<file path="src/rtl/xbus_pkg.sv">
`timescale 1ns/1ps
package xbus_pkg;

    typedef enum logic [1:0] {
        ACC_IDLE  = 2'd0,
        ACC_READ  = 2'd1,
        ACC_WRITE = 2'd2
    } acc_kind_t;

    // Regions the host keeps for itself; the external window must not touch them
    localparam int unsigned RSV_COUNT = 4;

    function automatic int unsigned rsv_lo(input int unsigned idx);
        case (idx)
            0:       return 32'h0000;
            1:       return 32'h1000;
            2:       return 32'hB600;
            default: return 32'hE000;
        endcase
    endfunction

    function automatic int unsigned rsv_hi(input int unsigned idx);
        case (idx)
            0:       return 32'h00FF;
            1:       return 32'h103F;
            2:       return 32'hB7FF;
            default: return 32'hFFFF;
        endcase
    endfunction

    function automatic bit window_clashes(input int unsigned base,
                                          input int unsigned last);
        bit hit;
        hit = 1'b0;
        for (int unsigned i = 0; i < RSV_COUNT; i++) begin
            if (base <= rsv_hi(i) && last >= rsv_lo(i)) hit = 1'b1;
        end
        return hit;
    endfunction

endpackage

</file>
<file path="src/rtl/xbus_lo_latch.sv">
`timescale 1ns/1ps
module xbus_lo_latch #(
    parameter int unsigned W = 8
) (
    input  logic         clk,
    input  logic         rst_n,
    input  logic         as_i,
    input  logic [W-1:0] ad_i,
    output logic [W-1:0] lo_o
);

    typedef struct packed {
        logic [W-1:0] lo;
    } lat_state_t;

    lat_state_t st_d, st_q;

    always_comb begin
        st_d = st_q;
        if (as_i) begin
            st_d.lo = ad_i;
        end
    end

    always_ff @(posedge clk) begin
        if (!rst_n) begin
            st_q <= '0;
        end else begin
            st_q <= st_d;
        end
    end

    // Transparent while the strobe is high, held copy otherwise
    assign lo_o = as_i ? ad_i : st_q.lo;


    lo_hold_chk: assert property (@(posedge clk) disable iff (!rst_n)
        !as_i |=> (as_i || $stable(lo_o)));

endmodule

</file>
<file path="src/rtl/xbus_win_decode.sv">
`timescale 1ns/1ps
module xbus_win_decode #(
    parameter int unsigned            TAG_W = 3,
    parameter logic [TAG_W-1:0]       CODE  = 3'b010
) (
    input  logic             clk,
    input  logic             rst_n,
    input  logic             e_i,
    input  logic [TAG_W-1:0] tag_i,
    output logic             sel_o
);

    logic hit;

    assign hit   = (tag_i == CODE);
    assign sel_o = hit & e_i;


    sel_needs_e_chk: assert property (@(posedge clk) disable iff (!rst_n)
        !e_i |-> !sel_o);


    sel_needs_tag_chk: assert property (@(posedge clk) disable iff (!rst_n)
        (tag_i != CODE) |-> !sel_o);

endmodule

</file>
<file path="src/rtl/xbus_strobe_gen.sv">
`timescale 1ns/1ps
module xbus_strobe_gen
    import xbus_pkg::*;
(
    input  logic      clk,
    input  logic      rst_n,
    input  logic      sel_i,
    input  logic      rw_i,
    output acc_kind_t kind_o,
    output logic      ce_n_o,
    output logic      ce_o,
    output logic      we_n_o,
    output logic      oe_n_o
);

    always_comb begin
        kind_o = ACC_IDLE;
        if (sel_i) begin
            kind_o = rw_i ? ACC_READ : ACC_WRITE;
        end
    end

    assign ce_n_o = ~sel_i;
    assign ce_o   = sel_i;
    assign we_n_o = ~(kind_o == ACC_WRITE);
    assign oe_n_o = ~(kind_o == ACC_READ);


    strobe_excl_chk: assert property (@(posedge clk) disable iff (!rst_n)
        !(!we_n_o && !oe_n_o));


    ce_pair_chk: assert property (@(posedge clk) disable iff (!rst_n)
        ce_o == !ce_n_o);


    we_in_sel_chk: assert property (@(posedge clk) disable iff (!rst_n)
        !we_n_o |-> (!ce_n_o && !rw_i));


    oe_in_sel_chk: assert property (@(posedge clk) disable iff (!rst_n)
        !oe_n_o |-> (!ce_n_o && rw_i));

endmodule

</file>
<file path="src/rtl/xbus_data_path.sv">
`timescale 1ns/1ps
module xbus_data_path
    import xbus_pkg::*;
#(
    parameter int unsigned W = 8
) (
    input  logic         clk,
    input  logic         rst_n,
    input  acc_kind_t    kind_i,
    input  logic [W-1:0] ad_i,
    input  logic [W-1:0] mem_dq_i,
    output logic [W-1:0] ad_o,
    output logic         ad_oe_o,
    output logic [W-1:0] mem_dq_o,
    output logic         mem_dq_oe_o
);

    assign ad_oe_o     = (kind_i == ACC_READ);
    assign mem_dq_oe_o = (kind_i == ACC_WRITE);
    assign ad_o        = mem_dq_i;
    assign mem_dq_o    = ad_i;


    no_bus_fight_chk: assert property (@(posedge clk) disable iff (!rst_n)
        !(ad_oe_o && mem_dq_oe_o));

endmodule

</file>
<file path="src/rtl/xbus_sram_glue.sv">
`timescale 1ns/1ps
module xbus_sram_glue
    import xbus_pkg::*;
#(
    parameter int unsigned ADDR_W    = 16,
    parameter int unsigned DATA_W    = 8,
    parameter int unsigned MEM_AW    = 13,
    parameter int unsigned WIN_BLOCK = 2
) (
    input  logic                        clk,
    input  logic                        rst_n,
    input  logic                        bus_e,
    input  logic                        bus_as,
    input  logic                        bus_rw,
    input  logic [ADDR_W-DATA_W-1:0]    bus_hi,
    input  logic [DATA_W-1:0]           bus_ad_i,
    output logic [DATA_W-1:0]           bus_ad_o,
    output logic                        bus_ad_oe,
    output logic [MEM_AW-1:0]           mem_addr,
    output logic                        mem_ce_n,
    output logic                        mem_ce,
    output logic                        mem_we_n,
    output logic                        mem_oe_n,
    input  logic [DATA_W-1:0]           mem_dq_i,
    output logic [DATA_W-1:0]           mem_dq_o,
    output logic                        mem_dq_oe
);

    localparam int unsigned HI_W     = ADDR_W - DATA_W;
    localparam int unsigned TAG_W    = ADDR_W - MEM_AW;
    localparam int unsigned MHI_W    = MEM_AW - DATA_W;
    localparam logic [TAG_W-1:0] WIN_CODE = TAG_W'(WIN_BLOCK);
    localparam int unsigned WIN_BASE = WIN_BLOCK << MEM_AW;
    localparam int unsigned WIN_LAST = WIN_BASE + (1 << MEM_AW) - 1;
    localparam bit WIN_CLASH = window_clashes(WIN_BASE, WIN_LAST);

    if (WIN_CLASH) begin : g_window_clash
        $error("external window overlaps a reserved host region");
    end

    logic [DATA_W-1:0] lo_byte;
    logic              sel;
    acc_kind_t         kind;

    xbus_lo_latch #(.W(DATA_W)) u_lo (
        .clk   (clk),
        .rst_n (rst_n),
        .as_i  (bus_as),
        .ad_i  (bus_ad_i),
        .lo_o  (lo_byte)
    );

    xbus_win_decode #(.TAG_W(TAG_W), .CODE(WIN_CODE)) u_dec (
        .clk   (clk),
        .rst_n (rst_n),
        .e_i   (bus_e),
        .tag_i (bus_hi[HI_W-1 -: TAG_W]),
        .sel_o (sel)
    );

    xbus_strobe_gen u_stb (
        .clk    (clk),
        .rst_n  (rst_n),
        .sel_i  (sel),
        .rw_i   (bus_rw),
        .kind_o (kind),
        .ce_n_o (mem_ce_n),
        .ce_o   (mem_ce),
        .we_n_o (mem_we_n),
        .oe_n_o (mem_oe_n)
    );

    xbus_data_path #(.W(DATA_W)) u_dp (
        .clk         (clk),
        .rst_n       (rst_n),
        .kind_i      (kind),
        .ad_i        (bus_ad_i),
        .mem_dq_i    (mem_dq_i),
        .ad_o        (bus_ad_o),
        .ad_oe_o     (bus_ad_oe),
        .mem_dq_o    (mem_dq_o),
        .mem_dq_oe_o (mem_dq_oe)
    );

    assign mem_addr = {bus_hi[MHI_W-1:0], lo_byte};


    quiet_low_e_chk: assert property (@(posedge clk) disable iff (!rst_n)
        !bus_e |-> (mem_ce_n && mem_we_n && mem_oe_n && !bus_ad_oe && !mem_dq_oe));


    quiet_off_window_chk: assert property (@(posedge clk) disable iff (!rst_n)
        (bus_hi[HI_W-1 -: TAG_W] != WIN_CODE) |->
            (mem_ce_n && mem_we_n && mem_oe_n && !bus_ad_oe && !mem_dq_oe));


    addr_high_chk: assert property (@(posedge clk) disable iff (!rst_n)
        !mem_ce_n |-> (mem_addr[MEM_AW-1 -: MHI_W] == bus_hi[MHI_W-1:0]));

endmodule

</file>
<file path="config.mk">
export PLATFORM = sky130hd
export DESIGN_NAME = xbus_sram_glue
export DESIGN_NICKNAME = d
export VERILOG_FILES = /design/src/rtl/xbus_pkg.sv /design/src/rtl/xbus_lo_latch.sv /design/src/rtl/xbus_win_decode.sv /design/src/rtl/xbus_strobe_gen.sv /design/src/rtl/xbus_data_path.sv /design/src/rtl/xbus_sram_glue.sv
export SDC_FILE = /design/constraint.sdc
export NUM_CORES = 1
export LEC_CHECK = 0
export BUFFER_PORTS_ARGS = -buffer_cell sky130_fd_sc_hd__buf_2
export CORE_UTILIZATION = 32
export CTS_CLUSTER_DIAMETER = 200
export CTS_CLUSTER_SIZE = 24
export DETAILED_ROUTE_END_ITERATION = 7
export PLACE_DENSITY = 0.77
export SLEW_MARGIN = 40
export SYNTH_ARGS = -nofsm -noshare
export SYNTH_HDL_FRONTEND = slang
export SYNTH_SLANG_ARGS = --single-unit
</file>
<file path="constraint.sdc">
create_clock -name clk -period 0.85 [get_ports clk]
set_input_delay 0 -clock clk [delete_from_list [all_inputs] [get_ports clk]]
set_output_delay 0 -clock clk [all_outputs]
set_load 0.02 [all_outputs]
</file>
### After elaboration in Yosys (flattened, before gate mapping)

Cells that the tools add are included.

| word-level totals | value |
|---|---|
| latch bits | 0 |
| logic and storage cells | 11 |
| output and inout bits | 35 |
| bits in registers | 8 |
| ROM bits | 0 |
| memories | 0 |
| RAM bits | 0 |

| operators by class | value |
|---|---|
| shifts and indexed selects | 0 |
| $lt $le $gt $ge | 0 |
| bitwise logic cells | 4 |
| div/mod/pow operators | 0 |
| mux-type cells | 3 |
| reduce and logical (&&, ||, !) cells | 0 |
| $add $sub $neg | 0 |
| equality and inequality tests | 3 |
| $mul | 0 |

Operators by type and width:

| cell | number |
|---|---|
| two-way mux 8 bit | 1 |
| two-way mux 2 bit | 2 |
| equality test 3 x 2 -> 1 bit (second input constant) | 1 |
| inverter 1 bit | 3 |
| equality test 2 x 1 -> 1 bit (second input constant) | 1 |
| equality test 2 bit (second input constant) | 1 |
| AND 1 bit | 1 |

### Depth between registers and ports, before layout

Gate-level depths: netlist of the first run.

| depth | value |
|---|---|
| depth after elaboration | 5 |
| gate-level depth with buffers | 3 |

### Cells and area by module

Synthesis of the first run repeated with hierarchy kept, for this count alone.

| second synthesis, totals | value |
|---|---|
| cell total of the unflattened synthesis | 55 |
| area, all modules | 563.0 µm² |

By module, submodules not included:

| module | cells each | area an instance (µm²) | times used |
|---|---|---|---|
| xbus_lo_latch | 25 | 344.1 | 1 |
| xbus_data_path | 18 | 135.1 | 1 |
| xbus_sram_glue | 5 | 37.5 | 1 |
| xbus_strobe_gen | 6 | 33.8 | 1 |
| xbus_win_decode | 1 | 12.5 | 1 |

### Worst setup path after synthesis of the first run

No wires, ideal clock.

| timing path | value |
|---|---|
| path type | register -> register |
| start | register u_lo.st_q[5] (netlist name) |
| end | register u_lo.st_q[5] in the netlist's numbering |
| cell stages (with the launch flop) | 3 |
| setup slack | 4 ps |
| required time | 737 ps |
| clock period less this slack | 846 ps |
| data arrival time | 733 ps |
| cell sequence | dfxtp_1 -> mux2_4 -> and2_4 |

RTL lines:

| element | line | RTL |
|---|---|---|
| to (signal assigned) | xbus_lo_latch.sv:29 | `st_q <= st_d;` |
| to (decl) | xbus_lo_latch.sv:16 | `lat_state_t st_d, st_q;` |

### Final worst setup path of the first run

| timing path | value |
|---|---|
| start | register u_lo.st_q[0] in the netlist's numbering |
| end | output mem_addr[0] |

| on the way | value |
|---|---|
| cells in the longest elaborated chain, start to end | 1 |

Ends and longest elaborated chain:

| element | line | RTL |
|---|---|---|
| two-way mux 8 bit | xbus_lo_latch.sv:34 | `assign lo_o = as_i ? ad_i : st_q.lo;` |
| to (decl) | xbus_sram_glue.sv:19 | `output logic [MEM_AW-1:0] mem_addr,` |

No other way between the ends.

==> run metrics, run 1 <==
remaining antenna violation count=0; final setup skew=0 ns; largest area contributor in the synthesized netlist=dfxtp_1; TritonCTS clock tree=yes; clock transition at the register clock pins on the worst setup and hold paths after CTS=0.05 ns; Setup WS post-layout=-0.109 ns; count of endpoints failing setup in the final report=8; max-slew violation count=0; area of the die=0.00186 mm2; ranking of synthesized cells by area=dfxtp_1 (30%), buf_4 (29%), mux2_4 (22%); routed wire length=980 um; Util after Layout=42.1%; Data required, critical path=0.85 ns; Worst Setup Path Type=flop to output port; I/O pins=64; IO buf count=37; DRC Markers=0; via count=382; wire length of the first global-routing pass=1460 um; number of buffers inserted by post-CTS setup repair=0; area inside the core boundary=0.00154 mm2; leading cell types by count after synthesis=buf_4 (21), and2_1 (8), dfxtp_1 (8), mux2_4 (8); Rel. slew slack=81.8%; clock latency at the later pin of the worst-skew pair=0.24 ns; RSZ-0062 raised after global routing=yes; Critical Path Source=u_lo.st_q[0]; number of buffers added by the clock tree synthesis step=3; register with the highest flop count=u_lo.st_q; Filler cells=160; vias in the first global route=325; cell-by-cell trace of the critical path=mux2_4 -> buf_6; Cell variety after synth=11; Synth Net Count=81; antenna diode count=0; share of cells above drive strength 1=71.4%; cell count after synthesis=52; max-cap violations=0; routed wirelength normalized by instance count=11.4 um; y dimension of the die=43.1 um; portion of the post-synthesis area used by sequential elements=29.6%; family with the most delay on the worst path=flip-flops; Clock Sinks=8; maximum number of pins on one net before global-route repair=9; cell at the slowest stage of the critical path=dfxtp_1; Resized Gates After CTS=16; launch instance of the worst min-delay path=mem_dq_i[7]; worst-case hold slack=0.00000882 ns; Placed Cells=83; min cycle time layout=0.959 ns; period utilisation layout=113%; largest buffer count on any clock path=2; count of warnings emitted by yosys=0; class of the tightest hold or removal check=primary input to output port; violated checks=setup timing; worst-margin pin slew=0.274 ns; beginning of the worst register-to-register path=u_lo.st_q[0]; data arrival time of the critical path=0.96 ns; FMAX=1040 MHz; final net count=101; fraction of synthesized cell area taken by the top area cell type=29.6%; area occupied by registers=160 um2; multi-input gate area in the final layout=208 um2; Starting Density=35.1%; count of TritonRoute iterations in the first routing pass=2; quantity of hold-fixing buffers added after cts=0; dpl ws=-0.0248 ns; Post-synth EDFFs=0; combined area of all synthesized cells=541 um2; delay of the slowest cell on the worst path=0.30 ns; ys flop type=dfxtp_1; reported leakage power=0.343 nW; registers with the most flip-flops=u_lo.st_q (8); post-DR vias/cell=4.44; Final Non-Filler Cells=86; global placer's final weighted congestion=0.602; final hold violation count=0; number of design-rule violations left by the first detailed-router iteration=3; Startpoint Class=flop; post-detail-place hpwl=774 um; Die Wd=43.1 um; number of rows in the core area=14; power per cell area=1520 mW/mm2; Largest register FFs=8; summed negative setup slack over all endpoints=-0.772 ns; worst vdd rail ir drop=725 uV; root buf cell=clkbuf_4; capturing element type of the critical path=output port; number of levels the H-tree was split into=1; sum of buffers and inverters on the critical path=1; Async SR Flop Fraction=0%; most used standard cell by instance count after synthesis=buf_4; initial antenna violation count=0; mean instance size in the synthesized netlist=10.4 um2; outcome=finished with violations; global route overflow=0; Yosys reg bits=8; synth-to-layout area growth=20.1%; overall global routing resource usage=11.2%; biggest fanout along the worst timing path=2
==> power breakdown <==
part	leakage (nW)	switching [mW]	total, mW	internal [mW]
registers	0.0661	0.00653	0.404	0.398
logic	0.263	0.143	0.303	0.159
clock network	0.0138	0.121	0.282	0.161
total	0.343	0.271	0.989	0.718
==> layout by cell type (no fill, tap or decap), drive strengths merged <==
cell     n
nand2b   1
buf     37
and2     9
inv      1
and4bb   1
clkbuf   3
dfxtp    8
mux2     8
nor2b    1
nand2    1
==> kinds of logic (layout without fill, tap and decap cells) <==
family                 count (synthesis)  in the layout  share of synthesized area [%]
buffers and inverters                 23             41                           31.9
AND/OR/NAND/NOR                       13             13                           16.2
multiplexers                           8              8                           22.2
flip-flops                             8              8                           29.6
==> per-layer routing <==
layer | global-route usage [%] | up-vias | part of all wire (%)
li1 | - | 181 | -
met1 | 10.8 | 166 | 40
met2 | 16.7 | 35 | 44
met3 | 9.36 | 0 | 15
met4 | 5.45 | 0 | 0
met5 | 0 | - | 0
==> through the flow <==
| step | power, mW | instance area, um2 |
|---|---|---|
| CTS | 1.02 | 649 |
| global route | 1.06 | 649 |
| finish | 0.989 | 649 |
| floorplan | 0.696 | 541 |
| detailed placement | 0.675 | 577 |
| global placement | 0.669 | 577 |
==> path summary, 6_finish.rpt <==
check / end / slack (ns) / cells past startpoint
worst min register to register: u_lo.st_q[6] / 0.59 / 2
worst min-delay path: bus_ad_o[7] / 0.000009 / 0
worst max-delay path: mem_addr[0] / -0.11 / 2
worst max register to register: u_lo.st_q[0] / 0.01 / 2
==> cell type report <==
cell class	count	area share, %
Tap cell	16	3.08
Sequential cell	8	24.7
Multi-Input combinational cell	21	32.0
Timing Repair Buffer	37	36.2
Clock buffer	3	3.47
Inverter	1	0.578
No activity file was read; power rests on OpenSTA's default activity.
==> inputs of run 2 (changes only) <==
--- a/config.mk
+++ b/config.mk
@@ -5,11 +5,13 @@
 export SDC_FILE = /design/constraint.sdc
 export NUM_CORES = 1
 export LEC_CHECK = 0
+export ABC_CLOCK_PERIOD_IN_PS = 850
 export BUFFER_PORTS_ARGS = -buffer_cell sky130_fd_sc_hd__buf_2
 export CORE_UTILIZATION = 32
 export CTS_CLUSTER_DIAMETER = 200
 export CTS_CLUSTER_SIZE = 24
 export DETAILED_ROUTE_END_ITERATION = 7
+export GPL_TIMING_DRIVEN = 0
 export PLACE_DENSITY = 0.77
 export SLEW_MARGIN = 40
 export SYNTH_ARGS = -nofsm -noshare
==> run 2 against run 1 <==
The run still ends with setup timing left. Sequential power about the same. Clock power hardly changed. Power grew 15%. First-iteration DRC count down 33%. Worst hold slack better by 0.059 ns. Flip-flop and latch count stayed put. Wire length is 17% higher. Clock skew unchanged. Combinational power grew 48%. Die area unchanged. Global-route usage up 1.2 points. Cell count grew 40%. Critical endpoint is now mem_addr[1].
==> run metrics, run 2 (synthesized netlist as in run 1, its figures left out) <==
antenna diode count=0 (unchanged); Data required, critical path=0.85 ns (about the same); global placer's final weighted congestion=0.607 (+0.83%); initial antenna violation count=0 (unchanged); post-place instance area=806 um2 (+40%); number of design-rule violations left by the first detailed-router iteration=2 (-1); Clock Sinks=8 (unchanged); Rel. slew slack=92.0% (+10 points); Startpoint Class=flop; period utilisation layout=112% (-1.2 points); launch instance of the worst min-delay path=rst_n; FMAX=1050 MHz (+1.1%); leading cell types in the layout, fill and taps excluded=buf_2 (41), buf_4 (21), buf_6 (9); post-DR vias/cell=4.10 (-7.7%); TritonCTS clock tree=yes; beginning of the worst register-to-register path=u_lo.st_q[7]; final hold violation count=0 (unchanged); number of levels the H-tree was split into=1 (unchanged); max-slew violation count=0 (unchanged); final setup skew=0 ns (unchanged); commonest non-fill, non-tap cell in the layout=buf_2; Die Wd=43.1 um (unchanged); Largest register FFs=8 (unchanged); biggest fanout along the worst timing path=2 (unchanged); outcome=finished with violations; share of cells above drive strength 1=80.8% (+9.3 points); I/O pins=64 (unchanged); class of the tightest hold or removal check=primary input to flop; worst-margin pin slew=0.119 ns (-0.154 ns); Starting Density=35.1% (unchanged); root buf cell=clkbuf_4; RSZ-0062 raised after global routing=yes; violated checks=setup timing; synth-to-layout area growth=62.5%; worst vdd rail ir drop=739 uV (+1.9%); y dimension of the die=43.1 um (unchanged); IO buf count=49 (+32%); Critical Path Source=u_lo.st_q[1]; quantity of hold-fixing buffers added after cts=0 (unchanged); maximum number of pins on one net before global-route repair=9 (unchanged); routed wirelength normalized by instance count=9.58 um (-16%); final net count=135 (+34%); multi-input gate area in the final layout=208 um2 (unchanged); area occupied by registers=160 um2 (unchanged); Filler cells=148 (-7.5%); registers with the most flip-flops=u_lo.st_q (8); register with the highest flop count=u_lo.st_q; Post-Layout Inst Area=878 um2 (+35%); area inside the core boundary=0.00154 mm2 (unchanged); overall global routing resource usage=12.4% (+1.2 points); clock latency at the later pin of the worst-skew pair=0.25 ns (about the same); area of the die=0.00186 mm2 (unchanged); clock transition at the register clock pins on the worst setup and hold paths after CTS=0.06 ns (about the same); dpl ws=0.0348 ns (+0.0595 ns); remaining antenna violation count=0 (unchanged); via count=492 (+29%); power per cell area=1290 mW/mm2 (-15%); max-cap violations=0 (unchanged); count of endpoints failing setup in the final report=8 (unchanged); wire length of the first global-routing pass=1700 um (+17%); Setup WS post-layout=-0.0985 ns (+0.0104 ns); Worst Setup Path Type=flop to output port; count of TritonRoute iterations in the first routing pass=3 (+1); DRC Markers=0 (unchanged); vias in the first global route=427 (+31%); number of rows in the core area=14 (unchanged); min cycle time layout=0.948 ns (-0.0104 ns); routed wire length=1150 um (+17%); global route overflow=0 (unchanged); largest buffer count on any clock path=2 (unchanged); number of buffers added by the clock tree synthesis step=3 (unchanged); capturing element type of the critical path=output port; data arrival time of the critical path=0.95 ns (about the same); reported leakage power=0.497 nW (+45%)
[run 2: cell count changes in the layout (fill, tap and decap cells not counted)]
cell | previous run | this run
buf_2 | 29 | 41
buf_4 | 0 | 21
buf_6 | 8 | 9
[run 2: layout make-up]
type | instances | share of cell area [%]
Buffer | 22 | 19.2
Clock buffer | 3 | 2.56
Inverter | 1 | 0.427
Multi-Input combinational cell | 21 | 23.6
Sequential cell | 8 | 18.2
Tap cell | 16 | 2.28
Timing Repair Buffer | 49 | 33.6
[run 2: timing repair]
action | CTS | global route
buffers inserted | 0 | 0
endpoints found under the setup margin | 8 | 9
resized for setup | 16 | 0
[run 2: where the power goes]
group | total [mW] | switching (mW) | leakage [nW] | internal (mW)
combinational | 0.449 | 0.206 | 0.417 | 0.243
clock | 0.284 | 0.123 | 0.0138 | 0.161
sequential | 0.403 | 0.00550 | 0.0661 | 0.398
[run 2: worst paths after layout]
path	end	slack, ns	cells after the start
max reg2reg	u_lo.st_q[7]	0.02	2
max	mem_addr[1]	-0.1	2
min	u_lo.st_q[1]	0.06	2
min reg2reg	u_lo.st_q[4]	0.59	2
[run 2: metrics by stage]
step           utilization, %  setup TNS, ns  hold WS, ns  instances  total power [mW]
6_report                 57.0         -0.752       0.0588        120              1.14
5_1_grt                  57.0          -1.04       0.0555        120              1.21
4_1_cts                  57.0         -0.884       0.0525        120              1.17
3_5_place_dp             52.3              0        0.217        117             0.819
3_3_place_gp             52.3              0        0.217        117             0.813
2_1_floorplan               -              0       0.0781         52             0.696
[run 2: critical path: stages (launching register included)]
cell and delay [ns]:
dfxtp_1 0.30, mux2_4 0.27, buf_6 0.13
[run 2: layer usage]
metal	global-route usage [%]	wire length, um	vias up
li1	-	-	249
met2	22.7	573	39
met3	3.40	147	0
met4	5.45	0	0
met5	0	0	-
met1	12.9	428	204
